--- src/rtl/spi_pkg.sv ---
package spi_pkg;
  localparam int ADDR_W = 5;
  typedef logic [ADDR_W-1:0] addr_t;

  localparam addr_t A_CTRL  = 5'h00;
  localparam addr_t A_AUX   = 5'h01;
  localparam addr_t A_RATE  = 5'h04;
  localparam addr_t A_STAT  = 5'h05;
  localparam addr_t A_DATA  = 5'h09;
  localparam addr_t A_PORT  = 5'h0D;
  localparam addr_t A_PDIR  = 5'h10;

  // control bit positions
  localparam int C_IE   = 7;
  localparam int C_EN   = 6;
  localparam int C_MSTR = 4;
  localparam int C_CPOL = 3;
  localparam int C_CPHA = 2;
  localparam int C_SSOE = 1;
  localparam int C_LSB  = 0;
endpackage

--- src/rtl/spi_clkdiv.sv ---
module spi_clkdiv #(
  parameter int PRE_W = 3,
  parameter int POW_W = 3
) (
  input  logic             clk_i,
  input  logic             rst_ni,
  input  logic             run_i,
  input  logic [PRE_W-1:0] pre_i,
  input  logic [POW_W-1:0] pow_i,
  output logic             tick_o
);
  localparam int CNT_W = PRE_W + (1 << POW_W);

  logic [CNT_W-1:0] half, cnt_q;

  assign half   = (CNT_W'(pre_i) + CNT_W'(1)) << pow_i;
  assign tick_o = run_i && (cnt_q == half - CNT_W'(1));

  always_ff @(posedge clk_i or negedge rst_ni) begin
    if (!rst_ni)     cnt_q <= '0;
    else if (!run_i) cnt_q <= '0;
    else if (tick_o) cnt_q <= '0;
    else             cnt_q <= cnt_q + CNT_W'(1);
  end
endmodule

--- src/rtl/spi_shifter.sv ---
module spi_shifter #(
  parameter int DATA_W = 8
) (
  input  logic              clk_i,
  input  logic              rst_ni,
  input  logic              start_i,
  input  logic              abort_i,
  input  logic [DATA_W-1:0] tx_i,
  input  logic              cpol_i,
  input  logic              cpha_i,
  input  logic              lsb_i,
  input  logic              tick_i,
  input  logic              miso_i,
  output logic              busy_o,
  output logic              done_o,
  output logic [DATA_W-1:0] rx_o,
  output logic              sck_o,
  output logic              mosi_o
);
  localparam int EDGES = 2 * DATA_W;
  localparam int EW    = $clog2(EDGES);
  localparam logic [EW-1:0] LAST = EW'(EDGES - 1);

  logic              busy_q, done_q, sck_q, mosi_q;
  logic [EW-1:0]     edge_q;
  logic [DATA_W-1:0] sr_q, sr_in;
  logic              out_bit;

  assign out_bit = lsb_i ? sr_q[0] : sr_q[DATA_W-1];
  assign sr_in   = lsb_i ? {miso_i, sr_q[DATA_W-1:1]} : {sr_q[DATA_W-2:0], miso_i};

  always_ff @(posedge clk_i or negedge rst_ni) begin
    if (!rst_ni) begin
      busy_q <= 1'b0; done_q <= 1'b0; sck_q <= 1'b0; mosi_q <= 1'b0;
      edge_q <= '0;   sr_q   <= '0;
    end else begin
      done_q <= 1'b0;
      if (abort_i) begin
        busy_q <= 1'b0;
      end else if (start_i && !busy_q) begin
        busy_q <= 1'b1;
        edge_q <= '0;
        sr_q   <= tx_i;
        sck_q  <= cpol_i;
        if (!cpha_i) mosi_o_load(tx_i);
      end else if (busy_q && tick_i) begin
        sck_q  <= ~sck_q;
        edge_q <= edge_q + EW'(1);
        if (edge_q == LAST) begin
          busy_q <= 1'b0;
          done_q <= 1'b1;
        end
        if (!edge_q[0]) begin            // leading edges
          if (cpha_i) mosi_q <= out_bit;
          else        sr_q   <= sr_in;
        end else begin                   // trailing edges
          if (cpha_i)              sr_q   <= sr_in;
          else if (edge_q != LAST) mosi_q <= out_bit;
        end
      end
    end
  end

  task automatic mosi_o_load(input logic [DATA_W-1:0] d);
    mosi_q <= lsb_i ? d[0] : d[DATA_W-1];
  endtask

  assign busy_o = busy_q;
  assign done_o = done_q;
  assign rx_o   = sr_q;
  assign sck_o  = busy_q ? sck_q : cpol_i;
  assign mosi_o = mosi_q;

  // SCK only moves on a divider tick
  a_r4_sck_on_tick: assert property (@(posedge clk_i) disable iff (!rst_ni)
    busy_q && !tick_i && !abort_i |=> $stable(sck_q));
endmodule

--- src/rtl/spi_master_periph.sv ---
module spi_master_periph import spi_pkg::*; #(
  parameter int         PRE_W    = 3,
  parameter int         POW_W    = 3,
  parameter logic [7:0] PDIR_RST = 8'h0E,
  parameter logic [7:0] PORT_RST = 8'h08
) (
  input  logic              clk_i,
  input  logic              rst_ni,
  input  logic [ADDR_W-1:0] addr_i,
  input  logic              wr_i,
  input  logic              rd_i,
  input  logic [7:0]        wdata_i,
  output logic [7:0]        rdata_o,
  output logic              sck_o,
  output logic              mosi_o,
  input  logic              miso_i,
  input  logic              ss_in_ni,
  output logic [7:0]        port_o,
  output logic [7:0]        port_oe_o,
  output logic              irq_xfer_o,
  output logic              irq_modf_o
);
  localparam logic [7:0] RATE_MASK =
    (8'((1 << PRE_W) - 1) << 4) | 8'((1 << POW_W) - 1);

  logic [7:0] ctrl_q, aux_q, rate_q, port_q, pdir_q, rx_q;
  logic       spif_q, wcol_q, modf_q, arm_q, modf_arm_q;
  logic       busy, done, tick, start, fault_evt;
  logic [7:0] rx_sr;
  logic       wr_ctrl, wr_data, rd_stat, rd_data;

  assign wr_ctrl = wr_i && addr_i == A_CTRL;
  assign wr_data = wr_i && addr_i == A_DATA;
  assign rd_stat = rd_i && addr_i == A_STAT;
  assign rd_data = rd_i && addr_i == A_DATA;

  assign fault_evt = ctrl_q[C_EN] && ctrl_q[C_MSTR] && !ctrl_q[C_SSOE] && !ss_in_ni;
  assign start     = wr_data && ctrl_q[C_EN] && ctrl_q[C_MSTR] && !busy && !fault_evt;

  spi_clkdiv #(.PRE_W(PRE_W), .POW_W(POW_W)) u_div (
    .clk_i, .rst_ni, .run_i(busy),
    .pre_i(rate_q[4 +: PRE_W]), .pow_i(rate_q[0 +: POW_W]), .tick_o(tick));

  spi_shifter #(.DATA_W(8)) u_shf (
    .clk_i, .rst_ni, .start_i(start), .abort_i(fault_evt), .tx_i(wdata_i),
    .cpol_i(ctrl_q[C_CPOL]), .cpha_i(ctrl_q[C_CPHA]), .lsb_i(ctrl_q[C_LSB]),
    .tick_i(tick), .miso_i, .busy_o(busy), .done_o(done), .rx_o(rx_sr),
    .sck_o, .mosi_o);

  always_ff @(posedge clk_i or negedge rst_ni) begin
    if (!rst_ni) begin
      ctrl_q <= '0; aux_q <= '0; rate_q <= '0; rx_q <= '0;
      port_q <= PORT_RST; pdir_q <= PDIR_RST;
      spif_q <= 1'b0; wcol_q <= 1'b0; modf_q <= 1'b0;
      arm_q  <= 1'b0; modf_arm_q <= 1'b0;
    end else begin
      if (wr_ctrl) ctrl_q <= wdata_i;
      if (wr_i && addr_i == A_AUX)  aux_q  <= wdata_i;
      if (wr_i && addr_i == A_RATE) rate_q <= wdata_i & RATE_MASK;
      if (wr_i && addr_i == A_PORT) port_q <= wdata_i;
      if (wr_i && addr_i == A_PDIR) pdir_q <= wdata_i;

      if (rd_stat) begin
        arm_q      <= spif_q || wcol_q;
        modf_arm_q <= modf_q;
      end
      if (rd_data) begin
        if (arm_q) begin spif_q <= 1'b0; wcol_q <= 1'b0; end
        arm_q <= 1'b0;
      end
      if (wr_data && busy) wcol_q <= 1'b1;
      if (done) begin spif_q <= 1'b1; rx_q <= rx_sr; end

      if (wr_ctrl && modf_arm_q) begin modf_q <= 1'b0; modf_arm_q <= 1'b0; end
      if (fault_evt) begin
        modf_q         <= 1'b1;
        ctrl_q[C_EN]   <= 1'b0;
        ctrl_q[C_MSTR] <= 1'b0;
      end
    end
  end

  always_comb begin
    unique case (addr_i)
      A_CTRL:  rdata_o = ctrl_q;
      A_AUX:   rdata_o = aux_q;
      A_RATE:  rdata_o = rate_q;
      A_STAT:  rdata_o = {spif_q, wcol_q, 1'b0, modf_q, 4'b0};
      A_DATA:  rdata_o = rx_q;
      A_PORT:  rdata_o = port_q;
      A_PDIR:  rdata_o = pdir_q;
      default: rdata_o = 8'h00;
    endcase
  end

  assign port_o     = port_q;
  assign port_oe_o  = pdir_q;
  assign irq_xfer_o = ctrl_q[C_IE] && spif_q;
  assign irq_modf_o = ctrl_q[C_IE] && modf_q;

  a_r3_start_runs: assert property (@(posedge clk_i) disable iff (!rst_ni)
    start |=> busy);
  a_r8_wcol_set: assert property (@(posedge clk_i) disable iff (!rst_ni)
    wr_data && busy |=> wcol_q);
  a_r9_fault_stops: assert property (@(posedge clk_i) disable iff (!rst_ni)
    fault_evt |=> !busy && modf_q && !ctrl_q[C_EN] && !ctrl_q[C_MSTR]);
  a_r7_flag_clear: assert property (@(posedge clk_i) disable iff (!rst_ni)
    rd_data && arm_q && !done |=> !spif_q && !wcol_q);
endmodule

--- config.mk ---
export PLATFORM = sky130hd
export DESIGN_NAME = spi_master_periph
export DESIGN_NICKNAME = d
export VERILOG_FILES = /design/src/rtl/spi_pkg.sv /design/src/rtl/spi_clkdiv.sv /design/src/rtl/spi_shifter.sv /design/src/rtl/spi_master_periph.sv
export SDC_FILE = /design/constraint.sdc
export NUM_CORES = 1
export LEC_CHECK = 0
export BUFFER_PORTS_ARGS = -buffer_cell sky130_fd_sc_hd__buf_2
export CAP_MARGIN = 10
export CELL_PAD_IN_SITES_DETAIL_PLACEMENT = 1
export CELL_PAD_IN_SITES_GLOBAL_PLACEMENT = 1
export CORE_ASPECT_RATIO = 0.6
export CORE_MARGIN = 5
export CORE_UTILIZATION = 50
export DETAILED_ROUTE_END_ITERATION = 8
export MAX_ROUTING_LAYER = met4
export PLACE_DENSITY_LB_ADDON = 0.1
export SLEW_MARGIN = 30
export SYNTH_ARGS = -nofsm -noshare
export SYNTH_HDL_FRONTEND = slang
export SYNTH_SLANG_ARGS = --single-unit
--- constraint.sdc ---
create_clock -name clk_i -period 8.3 [get_ports clk_i]
set_clock_uncertainty 0.15 [all_clocks]
set_input_delay 2.075 -clock clk_i [delete_from_list [all_inputs] [get_ports clk_i]]
set_output_delay 2.075 -clock clk_i [all_outputs]
set_load 0.05 [all_outputs]
==> results.md, run 1 <==
* Max-slew violations at 0
* Placement Rows at 27
* Die Ht at about 85 µm
* Top FF cell, synth: dfrtp_1
* CTS tree: built
* Seq. cell area at 1960 µm²
* Post-Syn Nets at 479
* Pin count of the biggest net entering global routing at 79
* Least-Margin Pin Slew at a little under 0.9 ns
* Utilization after layout at 58.0%
* Root Buffer: clkbuf_16
* Most frequent cells in the layout: 74 x dfrtp_1, 52 x mux2_2, 49 x nand2_1
* Vias per cell at approximately 6.1
* Syn Inst Count at approximately 460
* H-tree Lvls at 3
* Finished Layout Cells at 614
* Yosys reg bits at 78
* Vias in the first global route at 3902
* Final hold vios at 0
* Crit. End Element: output pin
* Placed cell areas at 4960 µm²
* Setup Buffers After CTS at 0
* Switch share at 36.3%
* RSZ-0062 raised after global routing: no
* Clock share of power at 32.9%
* Routed WL per cell at between 20 and 25 µm
* VDD IR max at 0.126 mV
* Min cycle time layout at about 5.8 ns
* Initial antenna violation count at 0
* Synth warn at 0
* EDFF count, synth at 0
* Hold Path End: modf_arm_q
* Clk buf depth at 2
* Initial cell density of the core at 50.9%
* Combinational power share at 29.2%
* Reg2Reg Depth at 10
* Vias post-DR at 3738
* Hold Crit Class: register to register
* End of the worst register-to-register path: u_shf.rx_o[2]
* Grt ovf at 0
* DRT Pass-1 Iters at 4
* Num ports at 47
* CP Cell Sequence: buf_2 > nor2_1 > nand2_1 > nor3_2 > a222oi_1 > nand2_1 > buf_2
* HP Start: modf_arm_q
* Area delta synth->final at 13.8%
* Worst-Skew Late Latency at 0.34 ns
* Buf/Inv on CP at 2
* First-pass GRT wire length at 22400 µm
* PwrDens at 245 nW/µm²
* Seq pwr share at 37.9%
* CTS resizes at 0
* Leak at 2.46 nW
* Setup tns final at 0 ns
* DP HPWL at about 10000 µm
* Max_cap viols at 0
* Post-synthesis cell area at 4650 µm²
* GPL Wtd Cong at 0.875
* RR Startpoint: rate_q[4]
* Slowest stage cell, crit path: nor3_2
* Setup CP Type: input port to output pin
* Max stage delay on crit path at ~0.49 ns
* Detail Route Antenna Nets at 0
* R2R Setup Slk at 3.35 ns
* Result of the run: completed
* Die Area at 11400 µm²
* Net Switching at 0.470 mW
* Syn avg cell area at 10.2 µm²
* Worst slew margin at 41.7%
* Power Internal at 0.827 mW
* Hold Path Stages at 1
* Drc violations at 0
* Worst Path Arrival at 3.55 ns
* Buffers on Ports at 46
* TritonCTS Sinks at 78
* Startpoint types: input port
* Peak Freq at 173 MHz
* Initial DRC count at approximately 290
* Worst-path maximum fanout at 16
* Layout cells sized above 1 at 27.3%
* Fin nets at 516
* Yosys cell types at 62
* Routed Wire Length at 13800 µm
* WP data required at 6.08 ns
* Final number of setup-violating endpoints at 0
* Hold_buf cts at 0
* Cells after DPL at 598
* Tot GR Track Use at 26.4%
* Post-synthesis async set-or-reset flop share at 100%
* Total CTS buffers at 9
* Most common cell after layout, fill and taps aside: dfrtp_1
* Crit path max-delay family: simple AND/OR/NAND/NOR gates
* Fin area at 5290 µm²
* Core Area at 9120 µm²
* Tcrit/Tclk final at 69.5%
* Number of antenna diodes at 0
* Multi-input logic area at 2560 µm²
* Die X at 134 µm
* Post-synthesis sequential area ratio at 42.1%
* Clock transition at path regs at 0.06 ns
* Fill cells at 1009
==> synthesized netlist by cell type (5+ instances only) <==
cell type	count	area share (%)
dfrtp_1	74	40
mux2_2	52	13
nand2_1	49	4.0
nor2_1	34	2.7
clkbuf_1	17	1.4
a21oi_1	15	1.6
nand3_1	15	1.6
xnor2_1	15	2.8
o21ai_0	13	1.4
mux2i_1	12	2.6
xor2_1	11	2.1
inv_1	9	0.73
mux2_1	9	2.2
nand2b_1	9	1.2
and2_1	7	0.94
and3_1	7	0.94
nor2b_1	7	0.94
nor3_1	7	0.75
a221o_1	6	1.3
a22o_1	6	1.1
a22oi_1	5	0.81
o211ai_1	5	0.81
==> flip-flops by register name (all words and copies together) (netlist names), 4 cells and up <==
| name | cells |
|---|---|
| u_div.cnt_q | 11 |
| aux_q | 8 |
| u_shf.rx_o | 8 |
| u_shf.edge_q | 4 |
| port_oe_o | 8 |
| rx_q | 8 |
| port_o | 8 |
| ctrl_q | 8 |
| rate_q | 6 |
==> per-stage QoR <==
step                      setup slack (ns)  power [mW]  hold slack [ns]
after floorplan                       2.39       0.765            0.292
after global placement                2.31       0.852            0.306
after detailed placement              2.26       0.870            0.337
after CTS                             2.22        1.30            0.345
after global routing                  2.37        1.36            0.376
final                                 2.53        1.30            0.344
==> power groups by stage <==
stage	Clock [mW]	Sequential, mW	Combinational [mW]
final	0.426	0.492	0.379
after global routing	0.452	0.499	0.407
after CTS	0.433	0.490	0.377
after detailed placement	0	0.496	0.373
after global placement	0	0.492	0.359
after floorplan	0	0.511	0.254
==> cell families after synthesis <==
logic type               Yosys count  synth area share (%)
AO/OA/AOI/OAI                     87                  14.4
XOR/XNOR                          27                  5.49
adder cells (fa/ha/maj)            4                  1.08
buffers and inverters             33                  2.99
flip-flops                        78                  42.1
multiplexers                      74                  17.9
AND/OR/NAND/NOR                  153                  16.1
==> area by class of cell <==
cell class | instances | share of cell area, %
tap | 116 | 2.74
sequential | 78 | 37.0
multi-input combinational | 345 | 48.5
clock inverter | 7 | 1.85
timing repair buffer | 50 | 5.04
clock buffer | 9 | 4.26
inverter | 9 | 0.639
==> routing by layer <==
layer  global-route usage (%)  share of wire [%]  up-vias
li1                         -                  -     1736
met1                     40.3                 51     1899
met2                     36.3                 42       92
met3                     5.21                6.2       11
met4                     5.18                1.1        0
met5                        -                  0        -
==> worst max path at each step <==
stage / endpoint / depth (start not counted) / startpoint
6_report: rdata_o[4] / 7 / addr_i[4]
5_1_grt: rdata_o[6] / 7 / addr_i[4]
3_3_place_gp: rdata_o[4] / 7 / addr_i[4]
3_5_place_dp: rdata_o[6] / 7 / addr_i[4]
4_1_cts: rdata_o[6] / 7 / addr_i[4]
2_1_floorplan: rdata_o[0] / 3 / addr_i[2]
(Power assumes the default switching activity.)
==> run 2: changes to the inputs <==
--- a/config.mk
+++ b/config.mk
@@ -5,13 +5,14 @@
 export SDC_FILE = /design/constraint.sdc
 export NUM_CORES = 1
 export LEC_CHECK = 0
+export ABC_AREA = 1
 export BUFFER_PORTS_ARGS = -buffer_cell sky130_fd_sc_hd__buf_2
 export CAP_MARGIN = 10
 export CELL_PAD_IN_SITES_DETAIL_PLACEMENT = 1
 export CELL_PAD_IN_SITES_GLOBAL_PLACEMENT = 1
 export CORE_ASPECT_RATIO = 0.6
 export CORE_MARGIN = 5
-export CORE_UTILIZATION = 50
+export CORE_UTILIZATION = 39
 export DETAILED_ROUTE_END_ITERATION = 8
 export MAX_ROUTING_LAYER = met4
 export PLACE_DENSITY_LB_ADDON = 0.1
==> constraint.sdc (replaced) <==
create_clock -name clk_i -period 5 [get_ports clk_i]
set_clock_uncertainty 0.15 [all_clocks]
set_input_delay 1.25 -clock clk_i [delete_from_list [all_inputs] [get_ports clk_i]]
set_output_delay 1.25 -clock clk_i [all_outputs]
set_load 0.05 [all_outputs]
==> run 2 against run 1 <==
- die area increased by 23%
- via count increased by 14%
- final area decreased by 1.5%
- sequential share of layout area increased by 0.55 points
- clock power increased by 58%
- critical path depth increased by 3
- register-to-register slack got worse by 1.7 ns
- first-iteration DRC count decreased by 30%
- global-route usage decreased by 4.3 points
- combinational power increased by 90%
- final cell count increased by 31%
==> results.md, run 2 <==
* Total CTS buffers at 9 (unchanged)
* Most frequent cells in the layout: 191 x nand2_1, 74 x dfrtp_1, 62 x inv_1 (was 74 x dfrtp_1, 52 x mux2_2, 49 x nand2_1)
* CTS tree: built (unchanged)
* Post-synthesis async set-or-reset flop share at 100% (unchanged)
* Leak at 2.52 nW (was 2.46 nW)
* Vias in the first global route at 4191 (was 3902)
* Die Area at 14000 µm² (was 11400 µm²)
* Root Buffer: clkbuf_16 (unchanged)
* Worst Path Arrival at 3.03 ns (was 3.55 ns)
* Top post-synthesis cells by count: 191 x nand2_1, 74 x dfrtp_1, 62 x inv_1, 56 x o21ai_0, 38 x nand3_1 (was 74 x dfrtp_1, 52 x mux2_2, 49 x nand2_1, 34 x nor2_1, 17 x clkbuf_1)
* GPL Wtd Cong at 0.871 (was 0.875)
* Result of the run: completed (unchanged)
* Buf/Inv on CP at 4 (was 2)
* Max reg flops at 11 (unchanged)
* Least-Margin Pin Slew at 0.789 ns (was 0.868 ns)
* Peak Freq at 226 MHz
* Max-slew violations at 0 (unchanged)
* R2R Setup Slk at 1.65 ns (was 3.35 ns)
* Hold Path End: u_shf.mosi_o (was modf_arm_q)
* Most common cell in the netlist: nand2_1 (was dfrtp_1)
* Post-Syn Nets at 625 (was 479)
* Die X at 150 µm (was 134 µm)
* Startpoint types: input port (unchanged)
* HP Start: u_shf.mosi_o (was modf_arm_q)
* Grt ovf at 0 (unchanged)
* Vias per cell at 5.29 (was 6.09)
* WP data required at 3.60 ns (was 6.08 ns)
* Drc violations at 0 (unchanged)
* Detail Route Antenna Nets at 0 (unchanged)
* Routed WL per cell at 18.1 µm (was 22.4 µm)
* Crit. End Element: output pin (unchanged)
* CP Cell Sequence: buf_2 > inv_1 > nor2_1 > nand2_1 > nor3_2 > inv_1 > o22ai_1 > a221oi_1 > o2111ai_1 > buf_2 (was buf_2 > nor2_1 > nand2_1 > nor3_2 > a222oi_1 > nand2_1 > buf_2)
* Top post-synthesis cells by area: dfrtp_1 41%, nand2_1 16%, o21ai_0 6.1% (was dfrtp_1 40%, mux2_2 13%, nand2_1 4.0%)
* Crit path max-delay family: buffers and inverters (was simple AND/OR/NAND/NOR gates)
* Clock transition at path regs at 0.06 ns (about the same)
* Num ports at 47 (unchanged)
* Top FF cell, synth: dfrtp_1 (unchanged)
* Post-synthesis cell area at 4560 µm² (was 4650 µm²)
* Max_cap viols at 0 (unchanged)
* Setup CP Type: input port to output pin (unchanged)
* RR Startpoint: rate_q[4] (unchanged)
* First-pass GRT wire length at 23300 µm (was 22400 µm)
* Yosys cell types at 43 (was 62)
* Area delta synth->final at 14.2% (was 13.8%)
* Hold Crit Class: register to register (unchanged)
* End of the worst register-to-register path: u_shf.rx_o[0] (was u_shf.rx_o[2])
* Post-synthesis sequential area ratio at 42.9% (was 42.1%)
* Number of antenna diodes at 0 (unchanged)
* RSZ-0062 raised after global routing: no (unchanged)
* Hold Path Stages at 2 (was 1)
* Syn Inst Count at 602 (was 456)
* Utilization after layout at 45.8% (was 58.0%)
* Share of Yosys cell area claimed by the top area cell type at 40.6% (was 39.8%)
* Final hold vios at 0 (unchanged)
* Synth warn at 0 (unchanged)
* Initial cell density of the core at 40.1% (was 50.9%)
* Slowest stage cell, crit path: buf_2 (was nor3_2)
* Core Area at 11400 µm² (was 9120 µm²)
* Layout cells sized above 1 at 15.5% (was 27.3%)
* Die Ht at 93.8 µm (was 84.7 µm)
* Pin count of the biggest net entering global routing at 79 (unchanged)
* Worst-path maximum fanout at 8 (was 16)
* Worst slew margin at 47.3% (was 41.7%)
* VDD IR max at 0.190 mV (was 0.126 mV)
* Setup Buffers After CTS at 0 (unchanged)
* Syn avg cell area at 7.58 µm² (was 10.2 µm²)
* Yosys reg bits at 78 (unchanged)
* Hold_buf cts at 0 (unchanged)
* Reg2Reg Depth at 16 (was 10)
* Tot GR Track Use at 22.1% (was 26.4%)
* Tcrit/Tclk final at 88.6%
* Setup tns final at 0 ns (unchanged)
* Most common cell after layout, fill and taps aside: nand2_1 (was dfrtp_1)
* DP HPWL at 11300 µm (was 10100 µm)
* Top reg by flops: u_div.cnt_q (unchanged)
* Buffers on Ports at 46 (unchanged)
* Max stage delay on crit path at 0.32 ns (was 0.49 ns)
* Worst slack, placed at 0.611 ns (was 2.26 ns)
* Initial antenna violation count at 0 (unchanged)
* PwrDens at 433 nW/µm² (was 245 nW/µm²)
* CTS resizes at 0 (unchanged)
* Post-synth top area cell: dfrtp_1 (unchanged)
* Min cycle time layout at 4.43 ns
* TritonCTS Sinks at 78 (unchanged)
* DRT Pass-1 Iters at 4 (unchanged)
* Final number of setup-violating endpoints at 0 (unchanged)
* Clk buf depth at 2 (unchanged)
* Worst-Skew Late Latency at 0.34 ns (about the same)
* Fin worst setup slack at 0.570 ns (was 2.53 ns)
* Fin nets at 665 (was 516)
* EDFF count, synth at 0 (unchanged)
* Placement Rows at 30 (was 27)
* Initial DRC count at 199 (was 285)
* Vias post-DR at 4272 (was 3738)
* H-tree Lvls at 3 (unchanged)
* Routed Wire Length at 14600 µm (was 13800 µm)
run 2: layout make-up:
class | instances | area (µm²)
Inverter | 69 | 259
Clock inverter | 3 | 43.8
Multi-Input combinational cell | 437 | 2250
Sequential cell | 78 | 1960
Clock buffer | 13 | 260
Timing Repair Buffer | 47 | 244
Tap cell | 160 | 200
Fill cell | 1439 | 6160
run 2: worst reg2reg max path, delay by kind of cell, from the launching register on:
kind / cells / cell delay, ns
adders and majority gates: 2 / 0.70
and+or+nand+nor: 12 / 1.73
DFF: 1 / 0.46
AOI/OAI and AO/OA: 1 / 0.07
xor gates and xnor gates: 1 / 0.14
run 2: stage by stage:
stage	instances	instance area (µm²)	power, mW	hold slack, ns
2_1_floorplan	602	4560	1.38	0.302
3_3_place_gp	791	4900	1.56	0.309
3_5_place_dp	791	4910	1.59	0.320
4_1_cts	807	5210	2.26	0.338
5_1_grt	807	5210	2.39	0.365
6_report	807	5210	2.25	0.333
run 2: worst max path at each step:
stage / from / to / slack (ns) / depth (start not counted)
after floorplan: addr_i[0] / rdata_o[3] / 0.83 / 6
after global placement: addr_i[0] / rdata_o[6] / 0.76 / 10
after detailed placement: addr_i[0] / rdata_o[6] / 0.61 / 10
after CTS: addr_i[0] / rdata_o[4] / 0.60 / 10
after global routing: addr_i[0] / rdata_o[4] / 0.44 / 10
final: addr_i[0] / rdata_o[4] / 0.57 / 10
run 2: routing by layer:
layer	vias to the layer above	GRT usage, %	wire length (µm)
met2	96	29.7	5870
met1	2091	34.6	7970
met4	0	3.35	74
met5	-	-	0
met3	8	4.19	683
li1	2077	-	-
run 2: power breakdown:
group / leakage (nW) / total, mW / switching (mW) / internal (mW)
clock network: 0.150 / 0.674 / 0.260 / 0.415
logic: 1.36 / 0.720 / 0.510 / 0.211
registers: 1.02 / 0.859 / 0.122 / 0.737
run 2: kinds of logic (layout without fill, tap and decap cells):
kind of cell	after synthesis	count (layout)	synth area share (%)
AO/OA/AOI/OAI	98	98	12.5
flip-flops	78	78	42.9
buffers and inverters	87	132	7.87
adder cells (fa/ha/maj)	4	4	1.10
XOR/XNOR	11	11	2.11
AND/OR/NAND/NOR	324	324	33.5
